`src/rtl/cj_pkg.sv`:
```
package cj_pkg;

   typedef enum logic [1:0] {
      CJ_FORM_NONE = 2'd0,
      CJ_FORM_REG  = 2'd1,
      CJ_FORM_IMM  = 2'd2
   } cj_form_e;

   // condition codes; the numeric values are architectural
   localparam int CJ_C_ALWAYS = 0;
   localparam int CJ_C_EQ     = 1;
   localparam int CJ_C_NE     = 2;
   localparam int CJ_C_UGT    = 3;
   localparam int CJ_C_UGE    = 4;
   localparam int CJ_C_SGT    = 5;
   localparam int CJ_C_SGE    = 6;
   localparam int CJ_C_LAST   = CJ_C_SGE;

   typedef struct packed {
      logic eq;
      logic ugt;
      logic sgt;
   } cj_cmp_t;

endpackage

```
`src/rtl/cj_decode.sv`:
```
module cj_decode
   import cj_pkg::*;
#(
   parameter int          XLEN       = 32,
   parameter int          OPC_W      = 8,
   parameter int          COND_W     = 4,
   parameter int          IMM_W      = 16,
   parameter logic [7:0]  OPC_REG    = 8'h40,
   parameter logic [7:0]  OPC_IMM    = 8'h41,
   parameter bit          IMM_SIGNED = 1'b1
) (
   input  logic              clk,
   input  logic              rst_n,
   input  logic [XLEN-1:0]   instr,
   input  logic [XLEN-1:0]   rs2_val,
   output cj_form_e          form,
   output logic [COND_W-1:0] cond,
   output logic [XLEN-1:0]   opnd_b
);
   localparam int OPC_LSB  = XLEN - OPC_W;
   localparam int COND_LSB = OPC_LSB - COND_W;

   logic [OPC_W-1:0] opc;
   logic [IMM_W-1:0] imm;
   logic [XLEN-1:0]  imm_ext;

   assign opc  = instr[XLEN-1:OPC_LSB];
   assign cond = instr[OPC_LSB-1:COND_LSB];
   assign imm  = instr[IMM_W-1:0];

   // register index bits are resolved by the register file, not here
   generate
      if (COND_LSB > IMM_W) begin : g_idx_field
         logic unused_idx;
         assign unused_idx = ^instr[COND_LSB-1:IMM_W];
      end
   endgenerate

   generate
      if (IMM_SIGNED) begin : g_sext
         assign imm_ext = {{(XLEN-IMM_W){imm[IMM_W-1]}}, imm};
      end else begin : g_zext
         assign imm_ext = {{(XLEN-IMM_W){1'b0}}, imm};
      end
   endgenerate

   always_comb begin
      if (opc == OPC_W'(OPC_REG))      form = CJ_FORM_REG;
      else if (opc == OPC_W'(OPC_IMM)) form = CJ_FORM_IMM;
      else                             form = CJ_FORM_NONE;
   end

   always_comb begin
      unique case (form)
         CJ_FORM_IMM: opnd_b = imm_ext;
         default:     opnd_b = rs2_val;
      endcase
   end

   // register form always compares against the second register value
   p_reg_operand_r7: assert property (@(posedge clk) disable iff (!rst_n)
      (form == CJ_FORM_REG) |-> (opnd_b == rs2_val));

   // in the immediate form the low bits of operand B follow the instruction
   p_imm_operand_r8: assert property (@(posedge clk) disable iff (!rst_n)
      (form == CJ_FORM_IMM) |-> (opnd_b[IMM_W-1:0] == instr[IMM_W-1:0]));

endmodule

```
`src/rtl/cj_compare.sv`:
```
module cj_compare
   import cj_pkg::*;
#(
   parameter int XLEN       = 32,
   parameter bit SHARED_SUB = 1'b1
) (
   input  logic            clk,
   input  logic            rst_n,
   input  logic [XLEN-1:0] a,
   input  logic [XLEN-1:0] b,
   output cj_cmp_t         cmp
);
   localparam int MSB = XLEN - 1;

   logic eq;
   logic ugt;
   logic sgt;

   assign eq = (a == b);

   generate
      if (SHARED_SUB) begin : g_shared
         // one subtractor serves both orders; sign bits pick the result
         logic [XLEN:0] diff;
         logic          borrow;
         logic          slt;
         assign diff   = {1'b0, a} - {1'b0, b};
         assign borrow = diff[XLEN];
         assign slt    = (a[MSB] ^ b[MSB]) ? a[MSB] : borrow;
         assign ugt    = !borrow && !eq;
         assign sgt    = !slt && !eq;
      end else begin : g_split
         assign ugt = (a > b);
         assign sgt = ($signed(a) > $signed(b));
      end
   endgenerate

   assign cmp.eq  = eq;
   assign cmp.ugt = ugt;
   assign cmp.sgt = sgt;

   // equal operands are never greater in either order
   p_eq_excl_r5: assert property (@(posedge clk) disable iff (!rst_n)
      cmp.eq |-> (!cmp.ugt && !cmp.sgt));

   // negative A against non-negative B is signed-smaller, unsigned-larger
   p_sign_split_r6: assert property (@(posedge clk) disable iff (!rst_n)
      (a[MSB] && !b[MSB]) |-> (!cmp.sgt && cmp.ugt));

endmodule

```
`src/rtl/cj_select.sv`:
```
module cj_select
   import cj_pkg::*;
#(
   parameter int XLEN    = 32,
   parameter int COND_W  = 4,
   parameter int IP_STEP = 1
) (
   input  logic              clk,
   input  logic              rst_n,
   input  cj_form_e          form,
   input  logic [COND_W-1:0] cond,
   input  cj_cmp_t           cmp,
   input  logic [XLEN-1:0]   ip,
   input  logic [XLEN-1:0]   target,
   output logic              taken,
   output logic              bad,
   output logic [XLEN-1:0]   next_ip
);
   logic is_branch;
   logic hit;
   logic known;

   assign is_branch = (form != CJ_FORM_NONE);

   always_comb begin
      known = 1'b1;
      unique case (cond)
         COND_W'(CJ_C_ALWAYS): hit = 1'b1;
         COND_W'(CJ_C_EQ):     hit = cmp.eq;
         COND_W'(CJ_C_NE):     hit = !cmp.eq;
         COND_W'(CJ_C_UGT):    hit = cmp.ugt;
         COND_W'(CJ_C_UGE):    hit = cmp.ugt || cmp.eq;
         COND_W'(CJ_C_SGT):    hit = cmp.sgt;
         COND_W'(CJ_C_SGE):    hit = cmp.sgt || cmp.eq;
         default: begin
            hit   = 1'b0;
            known = 1'b0;
         end
      endcase
   end

   assign taken   = is_branch && hit;
   assign bad     = is_branch && !known;
   assign next_ip = taken ? target : (ip + XLEN'(IP_STEP));

   // condition 0 on a branch opcode always resolves taken
   p_always_r3: assert property (@(posedge clk) disable iff (!rst_n)
      (is_branch && (cond == '0)) |-> taken);

   // an undefined condition never jumps
   p_bad_no_jump_r9: assert property (@(posedge clk) disable iff (!rst_n)
      bad |-> (!taken && is_branch));

   // taken branches go to the supplied target
   p_target_r3: assert property (@(posedge clk) disable iff (!rst_n)
      taken |-> (next_ip == target));

endmodule

```
`src/rtl/cj_branch_unit.sv`:
```
module cj_branch_unit
   import cj_pkg::*;
#(
   parameter int          XLEN       = 32,
   parameter int          OPC_W      = 8,
   parameter int          COND_W     = 4,
   parameter int          RIDX_W     = 4,
   parameter int          IMM_W      = 16,
   parameter logic [7:0]  OPC_REG    = 8'h40,
   parameter logic [7:0]  OPC_IMM    = 8'h41,
   parameter bit          IMM_SIGNED = 1'b1,
   parameter bit          SHARED_SUB = 1'b1,
   parameter bit          OUT_REG    = 1'b1,
   parameter int          IP_STEP    = 1
) (
   input  logic            clk,
   input  logic            rst_n,
   input  logic [31:0]     instr_i,
   input  logic [31:0]     rs1_val_i,
   input  logic [31:0]     rs2_val_i,
   input  logic [31:0]     ip_i,
   input  logic [31:0]     target_i,
   output logic            taken_o,
   output logic [31:0]     next_ip_o,
   output logic            bad_cond_o
);
   localparam int FIELD_SUM = OPC_W + COND_W + RIDX_W + IMM_W;

   generate
      if (XLEN != 32) begin : g_chk_xlen
         $error("cj_branch_unit: port width fixed at 32, XLEN must match");
      end
      if (FIELD_SUM != XLEN) begin : g_chk_fields
         $error("cj_branch_unit: instruction fields must fill the word");
      end
      if (IMM_W >= XLEN) begin : g_chk_imm
         $error("cj_branch_unit: immediate must be narrower than the word");
      end
      if (COND_W < 3) begin : g_chk_cond
         $error("cj_branch_unit: condition field too narrow for seven codes");
      end
      if (OPC_W > 8) begin : g_chk_opc
         $error("cj_branch_unit: opcode parameters are 8 bits wide");
      end
      if (OPC_REG == OPC_IMM) begin : g_chk_opc_distinct
         $error("cj_branch_unit: the two branch opcodes must differ");
      end
   endgenerate

   cj_form_e          form;
   logic [COND_W-1:0] cond;
   logic [XLEN-1:0]   opnd_b;
   cj_cmp_t           cmp;
   logic              taken_c;
   logic              bad_c;
   logic [XLEN-1:0]   next_ip_c;

   cj_decode #(
      .XLEN       (XLEN),
      .OPC_W      (OPC_W),
      .COND_W     (COND_W),
      .IMM_W      (IMM_W),
      .OPC_REG    (OPC_REG),
      .OPC_IMM    (OPC_IMM),
      .IMM_SIGNED (IMM_SIGNED)
   ) u_decode (
      .clk     (clk),
      .rst_n   (rst_n),
      .instr   (instr_i),
      .rs2_val (rs2_val_i),
      .form    (form),
      .cond    (cond),
      .opnd_b  (opnd_b)
   );

   cj_compare #(
      .XLEN       (XLEN),
      .SHARED_SUB (SHARED_SUB)
   ) u_compare (
      .clk   (clk),
      .rst_n (rst_n),
      .a     (rs1_val_i),
      .b     (opnd_b),
      .cmp   (cmp)
   );

   cj_select #(
      .XLEN    (XLEN),
      .COND_W  (COND_W),
      .IP_STEP (IP_STEP)
   ) u_select (
      .clk     (clk),
      .rst_n   (rst_n),
      .form    (form),
      .cond    (cond),
      .cmp     (cmp),
      .ip      (ip_i),
      .target  (target_i),
      .taken   (taken_c),
      .bad     (bad_c),
      .next_ip (next_ip_c)
   );

   generate
      if (OUT_REG) begin : g_reg_out
         logic            taken_q;
         logic            bad_q;
         logic [XLEN-1:0] next_ip_q;

         always_ff @(posedge clk or negedge rst_n) begin
            if (!rst_n) begin
               taken_q   <= 1'b0;
               bad_q     <= 1'b0;
               next_ip_q <= '0;
            end else begin
               taken_q   <= taken_c;
               bad_q     <= bad_c;
               next_ip_q <= next_ip_c;
            end
         end

         assign taken_o    = taken_q;
         assign bad_cond_o = bad_q;
         assign next_ip_o  = next_ip_q;

         // a non-branch opcode in the previous cycle gives an idle result
         p_idle_r10: assert property (@(posedge clk) disable iff (!rst_n)
            ($past(rst_n) && ($past(form) == CJ_FORM_NONE))
               |-> (!taken_o && !bad_cond_o));

         // a not-taken result points at the following instruction
         p_seq_r11: assert property (@(posedge clk) disable iff (!rst_n)
            ($past(rst_n) && !taken_o)
               |-> (next_ip_o == ($past(ip_i) + XLEN'(IP_STEP))));

         // an undefined condition flag always pairs with a sequential IP
         p_bad_seq_r9: assert property (@(posedge clk) disable iff (!rst_n)
            bad_cond_o |-> !taken_o);
      end else begin : g_comb_out
         assign taken_o    = taken_c;
         assign bad_cond_o = bad_c;
         assign next_ip_o  = next_ip_c;

         // idle opcode never reports a jump or a bad condition
         p_idle_comb_r10: assert property (@(posedge clk) disable iff (!rst_n)
            (form == CJ_FORM_NONE) |-> (!taken_o && !bad_cond_o));

         // sequential address when not taken
         p_seq_comb_r11: assert property (@(posedge clk) disable iff (!rst_n)
            !taken_o |-> (next_ip_o == (ip_i + XLEN'(IP_STEP))));
      end
   endgenerate

endmodule

```
`config.mk`:
```
export PLATFORM = sky130hd
export DESIGN_NAME = cj_branch_unit
export DESIGN_NICKNAME = d
export VERILOG_FILES = /design/src/rtl/cj_pkg.sv /design/src/rtl/cj_decode.sv /design/src/rtl/cj_compare.sv /design/src/rtl/cj_select.sv /design/src/rtl/cj_branch_unit.sv
export SDC_FILE = /design/constraint.sdc
export NUM_CORES = 1
export LEC_CHECK = 0
export BUFFER_PORTS_ARGS = -buffer_cell sky130_fd_sc_hd__buf_2
export CELL_PAD_IN_SITES_DETAIL_PLACEMENT = 1
export CELL_PAD_IN_SITES_GLOBAL_PLACEMENT = 2
export CORE_ASPECT_RATIO = 1.25
export CORE_UTILIZATION = 23
export CTS_CLUSTER_DIAMETER = 50
export DETAILED_ROUTE_END_ITERATION = 6
export PLACE_DENSITY_LB_ADDON = 0.1
export SYNTH_ARGS = -nofsm -noshare
export SYNTH_HDL_FRONTEND = slang
export SYNTH_SLANG_ARGS = --single-unit
```
`constraint.sdc`:
```
create_clock -name clk -period 0.8 [get_ports clk]
set_input_delay 0 -clock clk [delete_from_list [all_inputs] [get_ports clk]]
set_output_delay 0 -clock clk [all_outputs]
set_load 0.005 [all_outputs]
```
# == Word level (Yosys, flattened, before mapping) ==
# Cells that the tools add are included.
# classes
muxes,7
shift,0
n_eq_ne,10
multipliers,0
addsub,2
reduce_logical,13
order_cmp,0
div,0
n_bitwise,1
# ops
operator,n
$mux W32,2
$sub A32 B32 Y33,1
$add A32 B1 Y32 const B,1
$eq A32 B32 Y1,1
$eq A8 B7 Y1 const B,2
$eq A4 B3 Y1 const B,3
$eq A4 B2 Y1 const B,2
$pmux W1 S7,1
$reduce_or A7 Y1,1
$eq A4 B1 Y1 const B,1
$logic_and A1 B1 Y1,4
$logic_not A1 Y1,4
$logic_not A4 Y1,1
$mux W2,2
$eq A2 B2 Y1 const B,1
$logic_or A1 B1 Y1,2
$mux W1,2
$reduce_bool A2 Y1,1
$xor A1 B1 Y1,1
# totals
register_bits,34
ramBits,0
mem_count,0
latchBits,0
out_inout_bits,34
elab_cells,36
mem_bits_ro,0

# == Depth between registers and ports, before layout ==
# logic_depth
word_depth,13
ltp_mapped,16

# == Cells and area by module ==
# Synthesis repeated with hierarchy kept, for this count alone.
# hier_totals
cells_unflattened,378
area_unflattened_um2,3413.3
# modules_own_cells
module,area_per_inst_um2,cells_each,seq_area_each_um2,instances
cj_select,1179.9,175,0.0,1
cj_compare,885.8,120,0.0,1
cj_branch_unit,850.8,34,850.8,1
cj_decode,496.7,49,0.0,1

# == Least setup slack after synthesis ==
# OpenSTA, ideal clock, no wires.
# synth_timing
path_type,input to register
from,in instr_i[27]
to,reg g_reg_out.next_ip_q[13] (netlist: next_ip_o[13])
slack_ns,-2.703
t_arrival_ns,3.378
stages,16
t_required_ns,0.675
setup_time_ns,0.125
cell_sequence,nor4_1 -> nand2_1 -> inv_1 -> and3_1 -> clkbuf_1 -> clkbuf_1 -> a21oi_1 -> ha_1 -> nand4_1 -> or4_4 -> nand3b_4 -> o211ai_1 -> nor3_1 -> o32ai_4 -> buf_6 -> mux2_2
# synth_between
elab_chain_cells,13
word_cells_on_any_way,21
classes_between,1 x add/sub; 4 x eq/ne; 6 x mux; 1 x bitwise; 9 x reduce/logical
# synth_lines
element,line,rtl
from (decl),cj_branch_unit.sv:18,"input logic [31:0] instr_i,"
$eq A8 B7 Y1,cj_decode.sv:49,else if (opc == OPC_W'(OPC_IMM)) form = CJ_FORM_IMM;
$mux W2,cj_decode.sv:49,
$mux W2 *,cj_decode.sv:48,if (opc == OPC_W'(OPC_REG)) form = CJ_FORM_REG;
$eq A2 B2 Y1,cj_decode.sv:54,unique case (form)
$mux W32,cj_decode.sv:54,
$sub A32 B32 Y33 / $xor A1 B1 Y1 (equally long branches),"cj_compare.sv:27, cj_compare.sv:29",
$mux W1,cj_compare.sv:29,assign slt = (a[MSB] ^ b[MSB]) ? a[MSB] : borrow;
$logic_not A1 Y1,cj_compare.sv:31,assign sgt = !slt && !eq;
$logic_and A1 B1 Y1,cj_compare.sv:31,
$logic_or A1 B1 Y1,cj_select.sv:34,COND_W'(CJ_C_SGE): hit = cmp.sgt || cmp.eq;
$pmux W1 S7,cj_select.sv:27,unique case (cond)
$logic_and A1 B1 Y1 *,cj_select.sv:42,assign taken = is_branch && hit;
$mux W32 *,cj_select.sv:44,assign next_ip = taken ? target : (ip + XLEN'(IP_STEP));
via next_ip_c[13],cj_branch_unit.sv:56,logic [XLEN-1:0] next_ip_c;
to (signal assigned),cj_branch_unit.sv:118,next_ip_q <= next_ip_c;
to (decl),cj_branch_unit.sv:108,logic [XLEN-1:0] next_ip_q;
# The timed path passes the listed nets; every way through them passes the cells marked *.

# == Final worst setup path ==
# layout_timing
from,in instr_i[27]
to,reg g_reg_out.next_ip_q[1] (netlist: next_ip_o[1])
# Same word-level chain as after synthesis.

==> run_results.csv <==
group,metric,value,unit
outcome,status,"finished, violations left",
outcome,violations,"negative setup slack",
sta,rsz0062_at_grt,"yes",
routing,routed-via-count,3412,
floorplanning,dieWidth,102.3,µm
logic_synthesis,synth_xor_xnor_area_share,0.09079,
routing,routed_wl,10600,µm
logic_synthesis,ys_seq_area_frac,0.2940,
logic_synthesis,synth_mux_area_frac,0.1764,
global_routing,grt_max_degree,25,
power_and_ir_drop,clockPowerShare,0.357,
global_routing,grt_pass1_vias,3723,
power_and_ir_drop,p_int,4.046,mW
critical_path,crit_path_max_incr_delay,0.51,ns
routing,via_per_inst,4.454,
critical_path,crit_top_cell,"buf_12",
cells_and_area,drive_above_1_share,0.5332,
floorplanning,dieArea,13040,µm²
power_and_ir_drop,ir_drop,0.0007094,V
clock_network,clock_path_buffers,2,
hold_path,hold_end,"next_ip_o[0]",
clock_network,tritoncts,"done",
power_and_ir_drop,seq_power_share,0.336,
placed_design,dpl-instance-area,4666,µm²
global_routing,grt_use_met2,0.3383,
routing,drc,0,
logic_synthesis,synthesis.nets,495,
logic_synthesis,yosysUniqueCellTypes,36,
global_routing,grt_first_pass_wirelength,16860,µm
sta,setup_violations,33,
logic_synthesis,synthCells,300,
logic_synthesis,synth-seq-cells,34,
logic_synthesis,synthArstFlopShare,1.000,
cells_and_area,num_antenna_cells,0,
routing,ant_nets,0,
clock_network,clk_pin_slew,0.05,ns
critical_path,crit_fanout,13,
floorplanning,fp.coreArea,12220,µm²
critical_path,cp.arrival,3.23,ns
sta,period_minus_slack,3.064,ns
flow_run,max_cap_viol_count,0,
global_routing,antenna_found_initial,0,
clock_network,cts_sinks,34,
clock_network,htree_levels,2,
cells_and_area,fin_nets,796,
sta,finalHoldViolCount,0,
sta,fin_crit_sh,3.830,
routing,first_pass_iters,4,
logic_synthesis,synth_top_family_by_area,"multiplexers",
clock_network,cts_root_buf,"clkbuf_16",
sta,fmax,326.4,MHz
critical_path,required,0.96,ns
power_and_ir_drop,p_comb_frac,0.307,
routing,avgRoutedWirePerCell,13.83,µm
global_routing,top_usage_layer,"met2",
power_and_ir_drop,power_switching,1.422,mW
critical_path,start_kind,"primary input",
global_routing,met3_usage,0.03228,
logic_synthesis,synth_commonest_cells,"dfrtp_1, a21oi_1, ha_1",
sta,drv_slew,0,
cells_and_area,nFillCells,1504,
critical_path,cpMaxStageDelayCell,"or4_4",
sta,relSlewSlack,0.7029,
clock_network,numCtsBuffers,5,
cells_and_area,fin_area,5266,µm²
logic_synthesis,synth_top_cell_by_area,"dfrtp_1",
logic_synthesis,synth_area_leaders,"dfrtp_1, ha_1, mux2_2, xnor2_1, a21oi_1",
placed_design,io_buffer_count,191,
hold_path,holdCritPathClass,"in -> reg",
critical_path,end_kind,"register",
critical_path,criticalPathCategory,"in -> reg",
logic_synthesis,yosysTopAreaCellShare,0.2940,
logic_synthesis,synth-simple-area-share,0.1587,
power_and_ir_drop,power_leakage,2.758,nW
hold_path,hold_depth,3,
placed_design,gp_congestion,0.7791,
hold_path,hold_start,"ip_i[0]",
sta,timing.hold.ws,0.05334,ns
critical_path,crit_chain,"buf_6 -> nor4_4 -> nand2_1 -> inv_2 -> and3_4 -> buf_4 -> a21oi_1 -> ha_1 -> nand4_1 -> or4_4 -> nand3b_4 -> o211ai_1 -> nor3_2 -> o32ai_4 -> buf_12 -> buf_12 -> mux2_2",
cells_and_area,synthToLayoutAreaGrowth,81.97,%
global_routing,grt.total_usage,0.1663,
power_and_ir_drop,swShare,0.2601,
logic_synthesis,synth_edf_count,0,
global_routing,met1_usage,0.1624,
placed_design,dpl.hpwl,8799,µm
logic_synthesis,synth_fa_ha_area_frac,0.1427,
logic_synthesis,ys.flop_type,"dfrtp_1",
logic_synthesis,yosysWarnings,0,
logic_synthesis,synth_compound_area_frac,0.1064,
floorplanning,row_count,45,
logic_synthesis,yosysMostFrequentCell,"dfrtp_1",
logic_synthesis,synth_area,2894,µm²
floorplanning,start_util,0.2369,
routing,first_iter_violations,15,
power_and_ir_drop,p_per_area,1038,nW/µm²
global_routing,grt_remaining_overflow,0,
sta,worstMarginPinSlew,0.4423,ns
floorplanning,io_pins,196,
floorplanning,die_y,127.4,µm
logic_synthesis,syn-mean-instance-area,9.647,µm²
sta,layout_setup_ws,-2.264,ns
## worst max-delay path by stage
| stage | start | endpoint | slack [ns] |
|---|---|---|---|
| after floorplan | instr_i[27] | next_ip_o[13] | -2.35 |
| after global placement | instr_i[27] | next_ip_o[11] | -2.53 |
| after detailed placement | instr_i[27] | next_ip_o[1] | -2.63 |
| after CTS | instr_i[27] | next_ip_o[1] | -2.26 |
| after global routing | instr_i[27] | next_ip_o[31] | -2.47 |
| final | instr_i[27] | next_ip_o[1] | -2.26 |
## stage by stage
stage	utilization	instances	power (mW)	setup TNS [ns]	worst slack, ns
3_3_place_gp	0.3819	719	3.371	-82.22	-2.532
2_1_floorplan	-	300	2.454	-76.32	-2.347
3_5_place_dp	0.3819	719	3.417	-85.16	-2.634
4_1_cts	0.4293	764	5.564	-73.50	-2.265
5_1_grt	0.4310	766	5.789	-80.33	-2.473
6_report	0.4310	766	5.468	-73.38	-2.264
## what timing repair did
action                                  CTS  global route
pin swaps                                 0             0
gates cloned                              1             0
gates resized for setup                  12             1
setup buffers                             3             2
hold buffers                             33             0
endpoints found under the hold margin    66             0
endpoints found under the setup margin   33            35
## worst max-delay path: cells and delay by family
family / cells / cell delay [ns]
buf+inv: 5 / 0.64
fa+ha+maj: 1 / 0.31
compound gates: 3 / 0.46
simple gates: 7 / 1.48
mux: 1 / 0.34
## sequential cells by signal, summed over array words and instances (netlist names)
register	count
taken_o	1
next_ip_o	32
bad_cond_o	1
## layout by cell type (no fill, tap or decap), drive strengths merged, types with 8 or more instances in the layout
master	Yosys	layout
buf	5	270
dfrtp	34	34
ha	33	33
dlygate4sd3	0	33
a21oi	33	33
mux2	32	32
nand2	22	22
xnor2	21	21
nand3	20	20
mux2i	15	15
nor2	13	13
nand4	9	9
xor2	9	9
inv	9	9
and3	8	8
## final cells by class
cell class                 instances  area, µm²  share of cell area
clock inverter                     1      5.005           0.0009503
timing repair buffer             303       1978              0.3756
clock buffer                       7      142.6             0.02708
inverter                           9      33.78            0.006415
multi-input combinational        248       2051              0.3894
tap                              164      205.2             0.03896
sequential                        34      850.8              0.1616
## power groups by stage
stage | combinational [mW] | clock, mW | sequential (mW)
after floorplan | 0.570 | 0 | 1.88
after global placement | 1.50 | 0 | 1.87
after detailed placement | 1.55 | 0 | 1.87
after CTS | 1.70 | 2.02 | 1.84
after global routing | 1.88 | 2.07 | 1.85
final | 1.68 | 1.95 | 1.84
## logic make-up (layout without fill, tap and decap cells)
| logic type | Yosys count | after routing |
|---|---|---|
| XOR/XNOR | 30 | 30 |
| AND/OR/NAND/NOR | 87 | 87 |
| AO/OA/AOI/OAI | 51 | 51 |
| buffers and inverters | 18 | 320 |
| adder cells (fa/ha/maj) | 33 | 33 |
| multiplexers | 47 | 47 |
| flip-flops | 34 | 34 |
## routing by layer
metal,vias to the layer above,share of wire
li1,1693,-
met1,1603,0.36
met2,110,0.57
met3,6,0.064
met4,0,0.012
met5,-,0
Power figures use the tool's default switching activity.
